## src/rtl/gpio_port_pkg.sv

```systemverilog
package gpio_port_pkg;
  localparam int DW       = 32;
  localparam int FORCE_IN = 30;
  localparam int OD_SEL   = 0;

  typedef enum logic [2:0] {
    SEL_NONE,
    SEL_DATA,
    SEL_DIR,
    SEL_STAT,
    SEL_CFG
  } reg_sel_e;
endpackage

```

## src/rtl/gpio_sync.sv

```systemverilog
module gpio_sync #(
  parameter int W      = 8,
  parameter int STAGES = 2
) (
  input  logic         clk,
  input  logic         rst_n,
  input  logic [W-1:0] d,
  output logic [W-1:0] q
);
  logic [W-1:0] chain [STAGES];

  generate
    for (genvar s = 0; s < STAGES; s++) begin : g_stage
      if (s == 0) begin : g_first
        always_ff @(posedge clk or negedge rst_n)
          if (!rst_n) chain[s] <= '0;
          else        chain[s] <= d;
      end else begin : g_next
        always_ff @(posedge clk or negedge rst_n)
          if (!rst_n) chain[s] <= '0;
          else        chain[s] <= chain[s-1];
      end
    end
  endgenerate

  assign q = chain[STAGES-1];
endmodule

```

## src/rtl/gpio_pin.sv

```systemverilog
module gpio_pin (
  input  logic clk,
  input  logic rst_n,
  input  logic dir,
  input  logic dat,
  input  logic od,
  input  logic force_in,
  input  logic lvl,
  output logic pad_out,
  output logic pad_oe,
  output logic stat,
  output logic rd_dat
);
  logic in_en;

  assign in_en   = ~dir | force_in;
  assign stat    = in_en & lvl;
  assign rd_dat  = dir ? dat : stat;
  assign pad_oe  = od ? (dir & ~dat) : dir;
  assign pad_out = od ? 1'b0 : dat;

  // an open-drain pin written 1 releases its pad
  a_r8_od_release: assert property (@(posedge clk) disable iff (!rst_n)
    (od && dat) |-> !pad_oe);
  // open-drain never drives a high level
  a_r8_od_no_high: assert property (@(posedge clk) disable iff (!rst_n)
    (od && pad_oe) |-> !pad_out);
endmodule

```

## src/rtl/gpio_port.sv

```systemverilog
module gpio_port
  import gpio_port_pkg::*;
#(
  parameter int NPIN     = 8,
  parameter int AW       = 8,
  parameter int SYNC_STG = 2,
  parameter logic [AW-1:0] A_DATA   = 8'h00,
  parameter logic [AW-1:0] A_DIR    = 8'h01,
  parameter logic [AW-1:0] A_STAT   = 8'h02,
  parameter logic [AW-1:0] CFG_BASE = 8'h20
) (
  input  logic            clk,
  input  logic            rst_n,
  input  logic            bus_wr,
  input  logic            bus_rd,
  input  logic [AW-1:0]   bus_addr,
  input  logic [DW-1:0]   bus_wdata,
  output logic [DW-1:0]   bus_rdata,
  output logic            bus_rvalid,
  input  logic [NPIN-1:0] pad_in,
  output logic [NPIN-1:0] pad_out,
  output logic [NPIN-1:0] pad_oe
);
  localparam int IW = (NPIN > 1) ? $clog2(NPIN) : 1;

  logic [NPIN-1:0] dat_q, dir_q, od_q, force_q;
  logic [NPIN-1:0] lvl, stat, rd_dat;
  logic [AW-1:0]   cfg_off;
  logic [IW-1:0]   cfg_idx;
  reg_sel_e        sel;
  logic [DW-1:0]   rd_word;

  assign cfg_off = bus_addr - CFG_BASE;
  assign cfg_idx = cfg_off[IW-1:0];

  always_comb begin
    if      (bus_addr == A_DATA) sel = SEL_DATA;
    else if (bus_addr == A_DIR)  sel = SEL_DIR;
    else if (bus_addr == A_STAT) sel = SEL_STAT;
    else if (bus_addr >= CFG_BASE && cfg_off < AW'(NPIN)) sel = SEL_CFG;
    else sel = SEL_NONE;
  end

  always_ff @(posedge clk or negedge rst_n) begin
    if (!rst_n) begin
      dat_q   <= '0;
      dir_q   <= '0;
      od_q    <= '0;
      force_q <= '0;
    end else if (bus_wr) begin
      case (sel)
        SEL_DATA: dat_q <= bus_wdata[NPIN-1:0];
        SEL_DIR:  dir_q <= bus_wdata[NPIN-1:0];
        SEL_CFG: begin
          force_q[cfg_idx] <= bus_wdata[FORCE_IN];
          od_q[cfg_idx]    <= bus_wdata[OD_SEL];
        end
        default: ;
      endcase
    end
  end

  gpio_sync #(.W(NPIN), .STAGES(SYNC_STG)) u_sync (
    .clk(clk), .rst_n(rst_n), .d(pad_in), .q(lvl)
  );

  generate
    for (genvar i = 0; i < NPIN; i++) begin : g_pin
      gpio_pin u_pin (
        .clk(clk), .rst_n(rst_n),
        .dir(dir_q[i]), .dat(dat_q[i]), .od(od_q[i]), .force_in(force_q[i]),
        .lvl(lvl[i]), .pad_out(pad_out[i]), .pad_oe(pad_oe[i]),
        .stat(stat[i]), .rd_dat(rd_dat[i])
      );
    end
  endgenerate

  always_comb begin
    rd_word = '0;
    case (sel)
      SEL_DATA: rd_word[NPIN-1:0] = rd_dat;
      SEL_DIR:  rd_word[NPIN-1:0] = dir_q;
      SEL_STAT: rd_word[NPIN-1:0] = stat;
      SEL_CFG: begin
        rd_word[FORCE_IN] = force_q[cfg_idx];
        rd_word[OD_SEL]   = od_q[cfg_idx];
      end
      default: ;
    endcase
  end

  always_ff @(posedge clk or negedge rst_n) begin
    if (!rst_n) begin
      bus_rdata  <= '0;
      bus_rvalid <= 1'b0;
    end else begin
      bus_rvalid <= bus_rd;
      if (bus_rd) bus_rdata <= rd_word;
    end
  end

  // every read answered in the next cycle, nothing else
  a_r11_rvalid: assert property (@(posedge clk) disable iff (!rst_n)
    bus_rvalid == $past(bus_rd));
  // output pins without input-force read 0 in status
  a_r2_out_gated: assert property (@(posedge clk) disable iff (!rst_n)
    (bus_rvalid && $past(bus_addr == A_STAT))
      |-> ((bus_rdata[NPIN-1:0] & $past(dir_q & ~force_q)) == '0));
  // output pins read back the written data
  a_r3_dr_out: assert property (@(posedge clk) disable iff (!rst_n)
    (bus_rvalid && $past(bus_addr == A_DATA))
      |-> (((bus_rdata[NPIN-1:0] ^ $past(dat_q)) & $past(dir_q)) == '0));
  // status writes leave every register untouched
  a_r10_stat_ro: assert property (@(posedge clk) disable iff (!rst_n)
    (bus_wr && bus_addr == A_STAT)
      |=> ($stable(dat_q) && $stable(dir_q) && $stable(od_q) && $stable(force_q)));
endmodule

```

## config.mk

```make
export PLATFORM = sky130hd
export DESIGN_NAME = gpio_port
export DESIGN_NICKNAME = d
export VERILOG_FILES = /design/src/rtl/gpio_port_pkg.sv /design/src/rtl/gpio_sync.sv /design/src/rtl/gpio_pin.sv /design/src/rtl/gpio_port.sv
export SDC_FILE = /design/constraint.sdc
export NUM_CORES = 1
export LEC_CHECK = 0
export CAP_MARGIN = 20
export CORE_MARGIN = 2
export CORE_UTILIZATION = 46
export CTS_CLUSTER_DIAMETER = 100
export DETAILED_ROUTE_END_ITERATION = 8
export GPL_ROUTABILITY_DRIVEN = 0
export PLACE_DENSITY = 0.79
export SYNTH_ARGS = -nofsm -noshare
export SYNTH_HDL_FRONTEND = slang
export SYNTH_HIERARCHICAL = 1
export SYNTH_SLANG_ARGS = --single-unit
```

## constraint.sdc

```tcl
create_clock -name clk -period 1.65 [get_ports clk]
set_input_delay 0.33 -clock clk [delete_from_list [all_inputs] [get_ports clk]]
set_output_delay 0.33 -clock clk [all_outputs]
set_load 0.01 [all_outputs]
```

==> metrics.log, run 1 <==
INFO  metric worst_path_cell_trace = buf_6 > or4_4 > nor3_4 > nand3_4 > mux2_4
INFO  metric timing.critical_path.required = 1870 ps
INFO  metric area_leader_netlist = sky130_fd_sc_hd__dfrtp_1
INFO  metric num_clock_sinks = 58
INFO  metric critical_path.slowest_cell = sky130_fd_sc_hd__or4_4
INFO  metric largest_fanout_on_the_critical_path = 8
INFO  metric worst_path_largest_cell_delay = 540 ps
INFO  metric setup_viol = 0
INFO  metric grt_setup_unrepaired = no
INFO  metric ir_worst_vdd = 490 uV
INFO  metric syn-mean-instance-area = 12.1 um2
INFO  metric synth_edf_count = 0
INFO  metric detail_route.first_pass.iterations = 4
INFO  metric clk-insertion-delay-late = 340 ps
INFO  metric ff2ff_path_depth = 6
INFO  metric p_int = 2.55 mW
INFO  metric element_type_at_the_critical_path_end = flip-flop
INFO  metric power.share.switching = 23.7%
INFO  metric core_area = 6310 um2
INFO  metric grt_max_degree = 59
INFO  metric die_height = 84.3 um
INFO  metric cts_root_buffer = sky130_fd_sc_hd__clkbuf_8
INFO  metric die-area = 7110 um2
INFO  metric yosysUniqueCellTypes = 30
INFO  metric post-synth-top-area-fraction = 48.9%
INFO  metric whs = 347 ps
INFO  metric yosysSeqAreaShare = 48.9%
INFO  metric post_route_cells_drive_above_1_share = 34.1%
INFO  metric tritoncts = done
INFO  metric max-cap-violations = 0
INFO  metric dr_total_vias = 2079
INFO  metric finalWorstPathRequiredPeriod = 1630 ps
INFO  metric start_util = 47.0%
INFO  metric finalNetCount = 389
INFO  metric power.share.combinational = 13.9%
INFO  metric fillers = 513
INFO  metric start_kind = input pin
INFO  metric post_drt_via_cell_ratio = 4.99
INFO  metric synth_top_cells_by_count = 58 x sky130_fd_sc_hd__dfrtp_1, 31 x sky130_fd_sc_hd__buf_4, 27 x sky130_fd_sc_hd__mux2_2
INFO  metric ios = 101
INFO  metric routed_wire_length_per_instance = 15.7 um
INFO  metric min_delay_path_depth = 0
INFO  metric fmax = 614 MHz
INFO  metric areaGrowthSynthToFinish = 34.6%
INFO  metric syn-cell-area = 2970 um2
INFO  metric route.detailed.drc = 0
INFO  metric inserted_diodes = 0
INFO  metric cts.clk_slew.worst_paths = 60 ps
INFO  metric design_area = 4000 um2
INFO  metric grt.overflow.total = 0
INFO  metric antenna_found_initial = 0
INFO  metric cp.arrival = 1850 ps
INFO  metric detailedPlacementHpwl = 4.63 mm
INFO  metric path_class = input pin to flip-flop
INFO  metric synth_warnings = 6
INFO  metric status = finished clean
INFO  metric final_max_slew_viol_count = 0
INFO  metric cts_max_level = 3
INFO  metric synth_top_flop_cell = sky130_fd_sc_hd__dfrtp_1
INFO  metric clkPwrFrac = 40.2%
INFO  metric synthArstFlopShare = 100%
INFO  metric die_x = 84.3 um
INFO  metric fin_worst_skew = 9.37 ps
INFO  metric wire_length_of_the_first_global_routing_pass = 10.7 mm
INFO  metric num_rows = 29
INFO  metric post_dp_cell_area = 3780 um2
INFO  metric buffers_from_clock_root_to_sink_at_most = 2
INFO  metric first_global_vias = 2172
INFO  metric wirelength = 6.57 mm
INFO  metric globalRouteTotalUtil = 19.7%
INFO  metric place.port_buffers = 54
INFO  metric hold_violations = 0
INFO  metric timing.final.crit_share = 98.8%
INFO  metric sequentialPowerShare = 45.9%
INFO  metric antenna_left = 0
INFO  metric synth.area.top_cells = sky130_fd_sc_hd__dfrtp_1 49%, sky130_fd_sc_hd__mux2_2 10%, sky130_fd_sc_hd__buf_4 7.8%
INFO  metric detail_route.iter0.violations = 149
INFO  metric yosys.cell_count.top_type = sky130_fd_sc_hd__dfrtp_1
INFO  metric holdCritPathClass = flip-flop to flip-flop
INFO  metric power.density = 836 nW/um2
INFO  metric final_core_util = 63.3%
INFO  metric power.leakage = 1.98 nW
INFO  metric synthCells = 246
INFO  metric power_switching = 0.791 mW
INFO  metric synth-seq-cells = 58
INFO  metric tritoncts.num_buffers = 9
==> state kept, by name (all words and copies together) (netlist names) <==
signal        count
bus_rdata         9
bus_rvalid        1
dat_q             8
dir_q             8
force_q           8
od_q              8
u_sync/chain      8
u_sync/q          8
==> cell families after synthesis <==
kind of cell	Yosys count	synth area share [%]
other	1	0.126
buffers and inverters	56	11.0
multiplexers	54	22.5
XOR/XNOR	1	0.295
AO/OA/AOI/OAI	33	7.37
adder cells (fa/ha/maj)	1	0.421
AND/OR/NAND/NOR	42	9.31
flip-flops	58	48.9
==> layer usage <==
layer	up-vias	global-route usage (%)	part of all wire, %
li1	973	-	-
met1	1026	26.3	45
met2	69	30.1	48
met3	11	5.11	5.2
met4	0	9.52	1.8
met5	-	0	0
==> what timing repair did <==
item | in CTS | in global routing
gates resized for setup | 44 | 11
pin swaps | 3 | 3
endpoints found under the setup margin | 56 | 32
hold buffers | 1 | 0
hold endpoints to repair | 53 | 0
buffers inserted | 1 | 1
==> final timing paths <==
path / startpoint / slack (ps) / to
setup / recovery: bus_addr[4] / 20 / dir_q[2]
hold / removal: u_sync/chain[9] / 350 / u_sync/q[1]
setup reg to reg: dir_q[4] / 200 / bus_rdata[4]
hold reg to reg: u_sync/chain[9] / 350 / u_sync/q[1]
max in group asynchronous: rst_n / 880 / od_q[5]
min in group asynchronous: rst_n / 520 / u_sync/chain[15]
==> stage by stage <==
step           TNS [ps]  instances  setup WS (ps)  power [mW]
6_report              0        417           20.2        3.34
5_1_grt               0        417           6.51        3.49
4_1_cts           -51.9        416          -20.3        3.37
3_5_place_dp     -25170        399           -709        2.03
3_3_place_gp     -23480        399           -672        2.01
2_1_floorplan      -766        268          -88.3        1.81
==> cells in the final DEF, fill, tap and decap left out, types with 2 or more instances in the layout <==
cell type and count:
sky130_fd_sc_hd__inv_1 16, sky130_fd_sc_hd__buf_6 2, sky130_fd_sc_hd__nand4_1 2, sky130_fd_sc_hd__dlymetal6s2s_1 2, sky130_fd_sc_hd__dfrtp_1 57, sky130_fd_sc_hd__mux4_2 3
sky130_fd_sc_hd__conb_1 23, sky130_fd_sc_hd__nor2_1 9, sky130_fd_sc_hd__buf_12 2, sky130_fd_sc_hd__mux2_4 17, sky130_fd_sc_hd__buf_2 5, sky130_fd_sc_hd__buf_4 38
sky130_fd_sc_hd__nand3_4 2, sky130_fd_sc_hd__dlygate4sd2_1 15, sky130_fd_sc_hd__mux2_2 23, sky130_fd_sc_hd__o22ai_1 8, sky130_fd_sc_hd__a21boi_1 4, sky130_fd_sc_hd__a21oi_1 8
sky130_fd_sc_hd__clkbuf_8 12, sky130_fd_sc_hd__nor2b_1 11, sky130_fd_sc_hd__mux2i_1 11, sky130_fd_sc_hd__and4_1 3, sky130_fd_sc_hd__nand2_1 3, sky130_fd_sc_hd__nand3_1 4
sky130_fd_sc_hd__a21boi_0 12, sky130_fd_sc_hd__clkdlybuf4s50_1 29
==> power groups by stage <==
stage / combinational, mW / clock [mW] / sequential [mW]
after floorplan: 0.267 / 0 / 1.55
after CTS: 0.465 / 1.37 / 1.53
final: 0.464 / 1.34 / 1.53
after global routing: 0.506 / 1.45 / 1.54
after global placement: 0.462 / 0 / 1.55
after detailed placement: 0.474 / 0 / 1.56
==> final cells by class <==
cell class | count | area [um2] | share of cell area (%)
multi-input cells | 154 | 1320 | 33.1
clock inverters | 2 | 35.0 | 0.877
clock buffers | 13 | 169 | 4.23
flip-flops and latches | 58 | 1450 | 36.3
inverters | 18 | 80.1 | 2.00
well taps | 77 | 96.3 | 2.41
repair buffers | 95 | 840 | 21.0
==> worst max-delay path, delay by kind of cell <==
kind,cells,cell delay (ps)
simple gates,3,1060
mux,1,370
buf+inv,1,90
(Power assumes the default switching activity.)
==> inputs of run 2 (changes only) <==
==> constraint.sdc (replaced) <==
create_clock -name clk -period 1.65 [get_ports clk]
set_input_delay 0.165 -clock clk [delete_from_list [all_inputs] [get_ports clk]]
set_output_delay 0.165 -clock clk [all_outputs]
set_load 0.05 [all_outputs]
==> run 2 against run 1 <==
  * Die area is the same
  * Sequential share of layout area up 0.51 points
  * Register-to-register slack improved by 90 ps
  * Worst setup slack improved by 13 ps
  * Flip-flop and latch count is the same
  * Critical path depth down 4
  * Critical path type is now flip-flop to output pin
  * Critical endpoint is now bus_rvalid
  * Largest cell class unchanged
  * Largest power group unchanged
==> metrics.log, run 2 (synthesis results as in run 1) <==
INFO  metric status = finished clean
INFO  metric min_delay_path_depth = 1
INFO  metric first_global_vias = 2103
INFO  metric finalWorstSetupSlack = 33.0 ps
INFO  metric areaGrowthSynthToFinish = 32.6%
INFO  metric clk-insertion-delay-late = 330 ps
INFO  metric detail_route.iter0.violations = 112
INFO  metric largest_reg_flops = 9
INFO  metric core_area = 6310 um2
INFO  metric worst_path_cell_trace = clkdlybuf4s50_1
INFO  metric buffers_from_clock_root_to_sink_at_most = 2
INFO  metric tritoncts = done
INFO  metric holdCritPathClass = input pin to flip-flop
INFO  metric tritoncts.num_buffers = 9
INFO  metric hold_violations = 0
INFO  metric finish.cell_count_without_fillers = 407
INFO  metric path_delay_family = buffers and inverters
INFO  metric preCtsSetupSlack = -522 ps
INFO  metric element_type_at_the_critical_path_end = output pin
INFO  metric gr-usage-met2 = 29.1%
INFO  metric ios = 101
INFO  metric final_core_util = 62.4%
INFO  metric dr_total_vias = 2051
INFO  metric largest_fanout_on_the_critical_path = 1
INFO  metric design_area = 3940 um2
INFO  metric fmax = 618 MHz
INFO  metric layout_commonest_cell = sky130_fd_sc_hd__dfrtp_1
INFO  metric power.density = 833 nW/um2
INFO  metric post_drt_via_cell_ratio = 5.04
INFO  metric wire_length_of_the_first_global_routing_pass = 10.2 mm
INFO  metric timing.final.crit_share = 98.0%
INFO  metric ir_worst_vdd = 552 uV
INFO  metric wirelength = 6.20 mm
INFO  metric grt.overflow.total = 0
INFO  metric grt_max_degree = 59
INFO  metric globalRouteTotalUtil = 18.5%
INFO  metric num_clock_sinks = 58
INFO  metric hp-start = pad_in[5]
INFO  metric cts_max_level = 3
INFO  metric power.leakage = 1.90 nW
INFO  metric fin_worst_skew = 2.76 ps
INFO  metric reg2reg_slack = 290 ps
INFO  metric routed_wire_length_per_instance = 15.2 um
INFO  metric cp.arrival = 1450 ps
INFO  metric post_dp_cell_area = 3740 um2
INFO  metric ff2ff_path_depth = 5
INFO  metric detail_route.first_pass.iterations = 4
INFO  metric inserted_diodes = 0
INFO  metric critical_path.slowest_cell = sky130_fd_sc_hd__clkdlybuf4s50_1
INFO  metric post_route_cells_drive_above_1_share = 36.1%
INFO  metric critical_path_buf_inv_count = 1
INFO  metric detailedPlacementHpwl = 4.53 mm
INFO  metric final_max_slew_viol_count = 0
INFO  metric grt_setup_unrepaired = no
INFO  metric globalRouteMet1Util = 25.0%
INFO  metric die_x = 84.3 um
INFO  metric die_height = 84.3 um
INFO  metric die-area = 7110 um2
INFO  metric max_flop_register = bus_rdata
INFO  metric start_util = 47.0%
INFO  metric finalNetCount = 378
INFO  metric grt.met3_usage = 3.93%
INFO  metric layout_common_cells = 58 x sky130_fd_sc_hd__dfrtp_1, 40 x sky130_fd_sc_hd__buf_4, 26 x sky130_fd_sc_hd__mux2_2
INFO  metric place.port_buffers = 54
INFO  metric r2r-start = dir_q[4]
INFO  metric path_class = flip-flop to output pin
INFO  metric busiest_layer = met2
INFO  metric max-cap-violations = 0
INFO  metric timing.hold.worst_endpoint = u_sync/chain[13]
INFO  metric route.detailed.drc = 0
INFO  metric worst_path_largest_cell_delay = 790 ps
INFO  metric whs = 268 ps
INFO  metric cts.clk_slew.worst_paths = 60 ps
INFO  metric start_kind = flip-flop
INFO  metric antenna_left = 0
INFO  metric power = 3.28 mW
INFO  metric timing.critical_path.required = 1480 ps
INFO  metric setup_viol = 0
INFO  metric finalWorstPathRequiredPeriod = 1620 ps
INFO  metric num_rows = 29
INFO  metric antenna_found_initial = 0
INFO  metric cts_root_buffer = sky130_fd_sc_hd__clkbuf_8
INFO  metric post-place-cells = 389
INFO  metric timing.setup.tns = 0 ps
INFO  metric worst_r2r_endpoint = bus_rdata[4]
run 2: where the power goes:
group | leakage (nW) | total [mW] | internal, mW | switching [mW]
combinational | 1.05 | 0.630 | 0.269 | 0.360
clock | 0.0872 | 1.11 | 0.579 | 0.532
sequential | 0.765 | 1.54 | 1.49 | 0.0528
total | 1.90 | 3.28 | 2.33 | 0.945
run 2: metal layers:
layer	vias to the layer above	wire [um]
met3	13	322
li1	960	-
met4	0	126
met2	67	2970
met1	1011	2790
met5	-	0
run 2: final cells by class:
type                    count  area, um2
clock buffers              13        149
clock inverters             3       15.0
fillers                   514       2380
inverters                  18       67.6
multi-input cells         154       1300
flip-flops and latches     58       1450
well taps                  77       96.3
repair buffers             84        860
run 2: how the worst max path moves through the flow:
| stage | slack [ps] | cells after the start | endpoint | startpoint |
|---|---|---|---|---|
| after detailed placement | -520 | 8 | force_q[6] | bus_addr[5] |
| after floorplan | 50 | 6 | force_q[3] | bus_addr[5] |
| after global placement | -450 | 8 | force_q[6] | bus_addr[5] |
| final | 30 | 1 | bus_rvalid | bus_rvalid |
| after global routing | 1 | 1 | bus_rvalid | bus_rvalid |
| after CTS | 4 | 5 | dat_q[2] | bus_addr[2] |
run 2: what timing repair did:
| action | 4_1_cts | 5_1_grt |
|---|---|---|
| hold buffers | 1 | 0 |
| hold endpoints to repair | 58 | 0 |
| buffers inserted | 1 | 0 |
| pin swaps | 7 | 2 |
| endpoints found under the setup margin | 30 | 11 |
| resized for setup | 13 | 0 |
==> inputs of run 3 (changes only) <==
Settings changed: CORE_UTILIZATION 46 to 40, PLACE_DENSITY 0.79 to 0.7, SETUP_SLACK_MARGIN from default to 0.3.
==> run 3 against run 2 <==
  * Non-clock buffer count increased by 7
  * Register-to-register slack improved by 50 ps
  * Critical endpoint is now force_q[5]
  * Utilization down 4.3 points
  * Largest cell class unchanged
  * Critical path type is now input pin to flip-flop
==> metrics.log, run 3 (synthesis results as in run 1) <==
INFO  metric status = finished clean
INFO  metric holdCritPathClass = input pin to flip-flop
INFO  metric areaGrowthSynthToFinish = 41.1%
INFO  metric path_class = input pin to flip-flop
INFO  metric tritoncts = done
INFO  metric layout_common_cells = 51 x sky130_fd_sc_hd__dfrtp_1, 44 x sky130_fd_sc_hd__buf_4, 23 x sky130_fd_sc_hd__conb_1
INFO  metric finish.cell_count_without_fillers = 435
INFO  metric wirelength = 6.61 mm
INFO  metric post_drt_via_cell_ratio = 4.76
INFO  metric max-cap-violations = 0
INFO  metric first_global_vias = 2054
INFO  metric num_rows = 31
INFO  metric core_area = 7210 um2
INFO  metric detail_route.iter0.violations = 120
INFO  metric reg2reg_slack = 340 ps
INFO  metric start_kind = input pin
INFO  metric globalRouteTotalUtil = 17.0%
INFO  metric power = 3.37 mW
INFO  metric r2r-start = od_q[5]
INFO  metric grt_setup_unrepaired = yes
INFO  metric setup_viol = 0
INFO  metric clk-insertion-delay-late = 340 ps
INFO  metric max_flop_register = bus_rdata
INFO  metric grt.overflow.total = 0
INFO  metric num_clock_sinks = 58
INFO  metric preCtsSetupSlack = -578 ps
INFO  metric hp-start = pad_in[5]
INFO  metric worst_slew_pin_slew = 514 ps
INFO  metric worst_path_cell_trace = buf_6 > inv_8 > ha_4 > nand2_2 > nor4_4 > buf_6 > and4_4 > mux2_4
INFO  metric ir_worst_vdd = 576 uV
INFO  metric wire_length_of_the_first_global_routing_pass = 10.5 mm
INFO  metric buffers_from_clock_root_to_sink_at_most = 2
INFO  metric route.detailed.drc = 0
INFO  metric worst_r2r_endpoint = bus_rdata[0]
INFO  metric final_core_util = 58.1%
INFO  metric fin_worst_skew = 5.89 ps
INFO  metric finalNetCount = 385
INFO  metric layout_commonest_cell = sky130_fd_sc_hd__dfrtp_1
INFO  metric cts_root_buffer = sky130_fd_sc_hd__clkbuf_8
INFO  metric cts.clk_slew.worst_paths = 60 ps
INFO  metric fmax = 732 MHz
INFO  metric element_type_at_the_critical_path_end = flip-flop
INFO  metric ff2ff_path_depth = 3
INFO  metric critical_path_buf_inv_count = 3
INFO  metric routed_wire_length_per_instance = 15.2 um
INFO  metric die_x = 90.2 um
INFO  metric power.leakage = 1.96 nW
INFO  metric timing.critical_path.required = 1870 ps
INFO  metric maxSlewHeadroom = 65.7%
INFO  metric place.port_buffers = 54
INFO  metric finalWorstPathRequiredPeriod = 1370 ps
INFO  metric power.density = 803 nW/um2
INFO  metric largest_fanout_on_the_critical_path = 8
INFO  metric die_height = 90.2 um
INFO  metric antenna_left = 0
INFO  metric min_delay_path_depth = 1
INFO  metric cts_max_level = 3
INFO  metric final_max_slew_viol_count = 0
INFO  metric post-place-cells = 407
INFO  metric crit_path_frequent_cell = sky130_fd_sc_hd__buf_6
INFO  metric tritoncts.num_buffers = 9
INFO  metric path_delay_family = simple AND/OR/NAND/NOR gates
INFO  metric start_util = 41.2%
INFO  metric detail_route.first_pass.iterations = 4
INFO  metric finalWorstSetupSlack = 283 ps
INFO  metric post_route_cells_drive_above_1_share = 48.8%
INFO  metric grt_max_degree = 29
INFO  metric timing.final.crit_share = 82.8%
INFO  metric die-area = 8130 um2
INFO  metric critical_path.slowest_cell = sky130_fd_sc_hd__mux2_4
INFO  metric dr_total_vias = 2070
INFO  metric largest_reg_flops = 9
INFO  metric detailedPlacementHpwl = 4.62 mm
INFO  metric inserted_diodes = 0
INFO  metric timing.hold.worst_endpoint = u_sync/chain[13]
INFO  metric cp.arrival = 1590 ps
INFO  metric worst_path_largest_cell_delay = 300 ps
INFO  metric hold_violations = 0
INFO  metric ios = 101
INFO  metric antenna_found_initial = 0
## run 3: worst max path at each step
stage,from,endpoint,slack [ps],cells past startpoint
global placement,bus_addr[6],force_q[5],-540,8
floorplan,bus_addr[6],force_q[3],80,6
finish,bus_addr[6],force_q[5],280,8
detailed placement,bus_addr[6],force_q[5],-580,8
CTS,bus_addr[2],dat_q[2],250,6
global route,bus_addr[6],od_q[3],250,8
## run 3: metrics by stage
step	instance area [um2]	TNS, ps	hold slack [ps]
after floorplan	3110	0	-131
after global placement	3800	-16380	165
after detailed placement	3800	-17770	162
after CTS	4060	0	246
after global routing	4190	0	252
final	4190	0	263
## run 3: layer usage
layer / up-vias / GRT usage (%) / wire [um] / share of wire, %
met3: 8 / 4.53 / 411 / 6.2
met1: 1020 / 21.5 / 2880 / 44
met5: - / 0 / 0 / 0
met4: 0 / 8.97 / 94 / 1.4
met2: 69 / 26.6 / 3220 / 49
li1: 973 / - / - / -
## run 3: layout make-up
| class | instances | area [um2] |
|---|---|---|
| sequential | 58 | 1460 |
| multi-input combinational | 154 | 1420 |
| clock buffer | 12 | 155 |
| inverter | 18 | 80.1 |
| tap | 99 | 124 |
| fill | 600 | 3020 |
| timing repair buffer | 91 | 933 |
| clock inverter | 3 | 15.0 |
## run 3: power breakdown
group | total [mW] | leakage (nW) | switching [mW] | internal (mW)
Sequential | 1.55 | 0.754 | 0.0635 | 1.49
Combinational | 0.674 | 1.12 | 0.371 | 0.303
Clock | 1.14 | 0.0920 | 0.530 | 0.610
Total | 3.37 | 1.96 | 0.964 | 2.40
## run 3: repair_timing
action,CTS,global route
hold buffers,1,0
endpoints found under the hold margin,20,0
setup endpoints to repair,50,44
gates resized for setup,43,27
setup buffers,6,6
pin swaps,4,9
